--- src/rtl/bor_pkg.sv ---
package bor_pkg;
  typedef enum logic [1:0] {
    BM_OFF_A    = 2'b00,
    BM_OFF_B    = 2'b01,
    BM_SLEEPOFF = 2'b10,
    BM_ON       = 2'b11
  } bor_mode_e;

  typedef enum logic [1:0] {
    ST_WAIT_SUPPLY = 2'd0,
    ST_DELAY       = 2'd1,
    ST_RUN         = 2'd2
  } seq_state_e;
endpackage

--- src/rtl/bor_qual.sv ---
module bor_qual #(
  parameter int QUAL_TICKS = 8
) (
  input  logic clk,
  input  logic rst_n,
  input  logic osc_tick,
  input  logic supply_low,
  input  logic detect_en,
  output logic qualified
);
  localparam int CW = $clog2(QUAL_TICKS + 1);
  localparam logic [CW-1:0] LIMIT = CW'(QUAL_TICKS);

  logic [CW-1:0] qcnt;
  logic          armed;

  assign armed = supply_low && detect_en;

  always_ff @(posedge clk or negedge rst_n) begin
    if (!rst_n)                        qcnt <= '0;
    else if (!armed)                   qcnt <= '0;
    else if (osc_tick && qcnt != LIMIT) qcnt <= qcnt + 1'b1;
  end

  assign qualified = armed && (qcnt == LIMIT);

  // qualification can only complete on an oscillator tick
  assert_qual_on_tick_R4: assert property (@(posedge clk) disable iff (!rst_n)
    $rose(qualified) |-> $past(osc_tick));
endmodule

--- src/rtl/pwrt_timer.sv ---
module pwrt_timer #(
  parameter int PWRT_TICKS = 2000
) (
  input  logic clk,
  input  logic rst_n,
  input  logic osc_tick,
  input  logic run,
  output logic expire
);
  localparam int CW = $clog2(PWRT_TICKS + 1);
  localparam logic [CW-1:0] LAST = CW'(PWRT_TICKS - 1);

  logic [CW-1:0] tcnt;

  always_ff @(posedge clk or negedge rst_n) begin
    if (!rst_n)                        tcnt <= '0;
    else if (!run)                     tcnt <= '0;
    else if (osc_tick && tcnt != LAST) tcnt <= tcnt + 1'b1;
  end

  assign expire = run && osc_tick && (tcnt == LAST);

  // leaving run always restarts the interval from zero
  assert_restart_R6: assert property (@(posedge clk) disable iff (!rst_n)
    !run |=> (tcnt == '0));
endmodule

--- src/rtl/bor_reset_seq.sv ---
module bor_reset_seq
  import bor_pkg::*;
#(
  parameter int OSC_HZ     = 31000,
  parameter int PWRT_MS    = 64,
  parameter int QUAL_TICKS = 8
) (
  input  logic       clk,
  input  logic       rst_n,
  input  logic       osc_tick,
  input  logic       supply_low,
  input  logic [1:0] bor_mode,
  input  logic       pwrt_bypass,
  input  logic       sleep,
  input  logic       wdt_req,
  input  logic       status_clr,
  output logic       core_rst,
  output logic       bor_flag
);
  localparam int PWRT_TICKS = (OSC_HZ * PWRT_MS) / 1000;

  seq_state_e state, state_nx;
  logic detect_en, qualified, expire, in_delay;

  always_comb begin
    unique case (bor_mode_e'(bor_mode))
      BM_ON:       detect_en = 1'b1;
      BM_SLEEPOFF: detect_en = !sleep;
      default:     detect_en = 1'b0;
    endcase
  end

  bor_qual #(.QUAL_TICKS(QUAL_TICKS)) u_qual (
    .clk(clk), .rst_n(rst_n), .osc_tick(osc_tick),
    .supply_low(supply_low), .detect_en(detect_en), .qualified(qualified)
  );

  assign in_delay = (state == ST_DELAY);

  pwrt_timer #(.PWRT_TICKS(PWRT_TICKS)) u_timer (
    .clk(clk), .rst_n(rst_n), .osc_tick(osc_tick),
    .run(in_delay), .expire(expire)
  );

  always_comb begin
    state_nx = state;
    unique case (state)
      ST_WAIT_SUPPLY:
        if (!supply_low && !wdt_req) state_nx = pwrt_bypass ? ST_RUN : ST_DELAY;
      ST_DELAY:
        if (qualified || wdt_req) state_nx = ST_WAIT_SUPPLY;
        else if (expire)          state_nx = ST_RUN;
      ST_RUN:
        if (qualified || wdt_req) state_nx = ST_WAIT_SUPPLY;
      default: state_nx = ST_WAIT_SUPPLY;
    endcase
  end

  always_ff @(posedge clk or negedge rst_n) begin
    if (!rst_n) state <= ST_WAIT_SUPPLY;
    else        state <= state_nx;
  end

  always_ff @(posedge clk or negedge rst_n) begin
    if (!rst_n)                                        bor_flag <= 1'b0;
    else if (qualified && state != ST_WAIT_SUPPLY)     bor_flag <= 1'b1;
    else if (status_clr)                               bor_flag <= 1'b0;
  end

  assign core_rst = (state != ST_RUN);

  assert_rst_on_bor_R5: assert property (@(posedge clk) disable iff (!rst_n)
    qualified |=> core_rst);
  assert_wdt_forces_R10: assert property (@(posedge clk) disable iff (!rst_n)
    wdt_req |=> core_rst);
  assert_flag_sticky_R9: assert property (@(posedge clk) disable iff (!rst_n)
    (bor_flag && !status_clr) |=> bor_flag);
  assert_release_path_R2: assert property (@(posedge clk) disable iff (!rst_n)
    $fell(core_rst) |-> ($past(pwrt_bypass) || $past(expire)));
  assert_sleep_mask_R8: assert property (@(posedge clk) disable iff (!rst_n)
    (bor_mode == 2'b10 && sleep) |-> !qualified);
endmodule

--- config.mk ---
export PLATFORM = sky130hd
export DESIGN_NAME = bor_reset_seq
export DESIGN_NICKNAME = d
export VERILOG_FILES = /design/src/rtl/bor_pkg.sv /design/src/rtl/bor_qual.sv /design/src/rtl/pwrt_timer.sv /design/src/rtl/bor_reset_seq.sv
export SDC_FILE = /design/constraint.sdc
export NUM_CORES = 1
export LEC_CHECK = 0
export BUFFER_PORTS_ARGS = -buffer_cell sky130_fd_sc_hd__buf_2
export CAP_MARGIN = 20
export CORE_UTILIZATION = 45
export DETAILED_ROUTE_END_ITERATION = 12
export SLEW_MARGIN = 20
export SYNTH_ARGS = -nofsm -noshare
export SYNTH_HDL_FRONTEND = slang
export SYNTH_HIERARCHICAL = 1
export SYNTH_SLANG_ARGS = --single-unit
--- constraint.sdc ---
create_clock -name clk -period 3.8 [get_ports clk]
set_input_delay 0.19 -clock clk [delete_from_list [all_inputs] [get_ports clk]]
set_output_delay 0.19 -clock clk [all_outputs]
set_load 0.01 [all_outputs]
==> metrics.txt <==
status finished, final reports clean; Yosys Warn Count 6; nets 139; Least-Margin Pin Slew 0.409 ns; ant diodes 0; CTS Root Cell clkbuf_4; Ports 12; maximum clock path buffer count 2; worst-skew pair later-pin latency 0.29 ns; Tmin final 1.59 ns; Post-synth EDFFs 0; crit end category register; Fin Hold WS about 0.076 ns; Seq/Total Area, Yosys 42.5%; synthesis-stage register bit count 18; Clock Skew between 0.006 and 0.007 ns; IO Port Bufs 11; crit path max fanout 6; HPWL after detailed placement 1.46 mm; DIE AREA between 2000 and 3000 µm²; P_leak 0.000503 µW; Clock transition at path regs around 0.11 ns; pre-CTS setup slack between 2 and 2.5 ns; Hold Path Origin status_clr; post-cts gate resize count 0; Worst Hold Path EP bor_flag; CTS tree built; Reg2Reg Setup Slack 2.21 ns; largest net degree at the start of global routing 19; setup TNS after final layout 0 ns; final wirelength 2.07 mm; CTS Buf Count 3; routability cong. 0.749; synthesized net count approximately 120; vias in the first global route 847; DR DRC count 0; post-route clock period utilization 42.0%; DR iter-0 viols 32; Overflow after GRT 0; max_slew headroom 72.7%; P per Cell Area 293 nW/µm²; post-route ant nets 0; via/cell ratio 5.87; drt pass-1 iters 4; Critical Path RT 4.02 ns; top cell type's share of synthesized area approximately 42%; FFs w/ async S/R, synth 100%; core area 2210 µm²; CTS Sinks 18; Die X-Extent just over 50 µm; Worst setup SP type register; hold path depth 2; Max VDD drop 210 µV; Hold Violations, Final 0; Area Overhead vs Synth 12.5%; average instance area after synthesis 9.65 µm²; setup violators final 0; post-synth cell types 45; max_cap viols 0; Wirelength per Cell 13.5 µm; RSZ-0062 raised after global routing no; fraction of layout cells with a size suffix above 1 20.8%; starting density of the core 48.0%; Vias 898; HP Class in2reg; R2R depth 4; Filler Cells Inserted approximately 210; FP Rows 17; Synth Cell Area 1060 µm²; r2r endpoint u_timer/tcnt[8]; R2R Path Start u_timer/tcnt[0]; first-pass GRT wire length 3.59 mm; synth top area cells dfrtp_1 42%, ha_1 3.5%, nand2_1 3.5%; Cells after Synth 110; Peak Freq ~0.63 GHz; H-tree levels 1; Post-synth top flop dfrtp_1; cell taking the most area after synthesis dfrtp_1; Critical Path AT 1.81 ns; Worst Setup Path Type reg2reg; fin worst setup slack 2.21 ns; die height 50.6 µm; number of max-slew violations in the final report 0; overall routing resource usage 18.8%; initial antenna violation count 0
## logic make-up (layout without fill, tap and decap cells)
family | Yosys count | after routing | share of synthesized area, %
fa+ha+maj | 3 | 3 | 3.54
flops | 18 | 18 | 42.5
simple gates | 49 | 49 | 28.8
compound gates | 30 | 30 | 20.6
xor+xnor | 1 | 1 | 0.826
buf+inv | 8 | 23 | 2.83
mux | 1 | 1 | 0.943
## layer usage
metal	vias up	track usage (%)	part of all wire (%)
met5	-	0	0
met4	0	8.33	0.82
met3	2	2.73	4.7
met2	21	30.2	46
met1	425	24.9	48
li1	450	-	-
## cell usage after synthesis, types with 2 or more instances
master / n
a21boi_1: 2
a21oi_1: 2
ha_1: 3
nor4_1: 2
a21boi_0: 2
inv_1: 7
nand3_1: 5
o21ai_0: 7
o31ai_1: 3
or4_1: 3
nand2_1: 10
or3_1: 2
nand4_1: 4
dfrtp_1: 18
a31oi_1: 2
nor2_1: 7
nand2b_1: 2
and4_2: 2
## final cells by class
cell class / instances / area (µm²) / share of cell area, %
timing repair buffer: 12 / 65.1 / 5.45
tap: 28 / 35.0 / 2.94
multi-input combinational: 84 / 581 / 48.6
inverter: 7 / 26.3 / 2.20
clock buffer: 4 / 36.3 / 3.04
sequential: 18 / 450 / 37.7
## critical path, stage by stage (launching register included)
cell	delay (ns)
dfrtp_1	0.41
ha_1	0.23
nand3_1	0.21
or4_1	0.52
a21boi_1	0.15
## stage by stage
stage	cell area (µm²)	power, µW	utilization, %	std cells
after floorplan	1060	220	-	110
after global placement	1150	234	51.9	148
after detailed placement	1150	235	51.9	148
after CTS	1190	357	54.0	153
after global routing	1190	367	54.0	153
final	1190	349	54.0	153
## cell usage in the layout (no fill, tap or decap), drive strengths merged, types with 2 or more instances in the layout
master | Yosys | routed
ha | 3 | 3
clkbuf | 1 | 4
o21ai | 8 | 8
nor2 | 7 | 7
o31ai | 3 | 3
a31oi | 2 | 2
buf | 0 | 11
nor4 | 2 | 2
and3 | 2 | 2
and2 | 2 | 2
or4 | 3 | 3
a21boi | 4 | 4
and4 | 2 | 2
dfrtp | 18 | 18
inv | 7 | 7
nand3 | 5 | 5
nand4 | 4 | 4
a21oi | 3 | 3
nand2 | 10 | 10
nand2b | 2 | 2
or3 | 2 | 2
## sequential cells by signal (all words and copies together), names as in the netlist
signal,flops
u_timer/tcnt,11
u_qual/qcnt,4
state,2
bor_flag,1
## power by group
group	switching [µW]	total (µW)	internal [µW]	leakage, µW
Clock	59.2	118	58.3	0.0000210
Combinational	19.0	32.2	13.2	0.000233
Sequential	4.56	200	195	0.000249
## worst max path at each step
stage / cells after the start / from / to
detailed placement: 4 / u_timer/tcnt[0] / u_timer/tcnt[8]
global route: 7 / u_timer/tcnt[0] / state[0]
finish: 4 / u_timer/tcnt[0] / u_timer/tcnt[8]
floorplan: 6 / state[1] / state[0]
global placement: 4 / u_timer/tcnt[0] / u_timer/tcnt[8]
CTS: 4 / u_timer/tcnt[0] / u_timer/tcnt[8]
## timing repair
action	in CTS	in global routing
buffers inserted	0	0
hold buffers	1	0
hold endpoints to repair	18	0
Power figures use the tool's default switching activity.
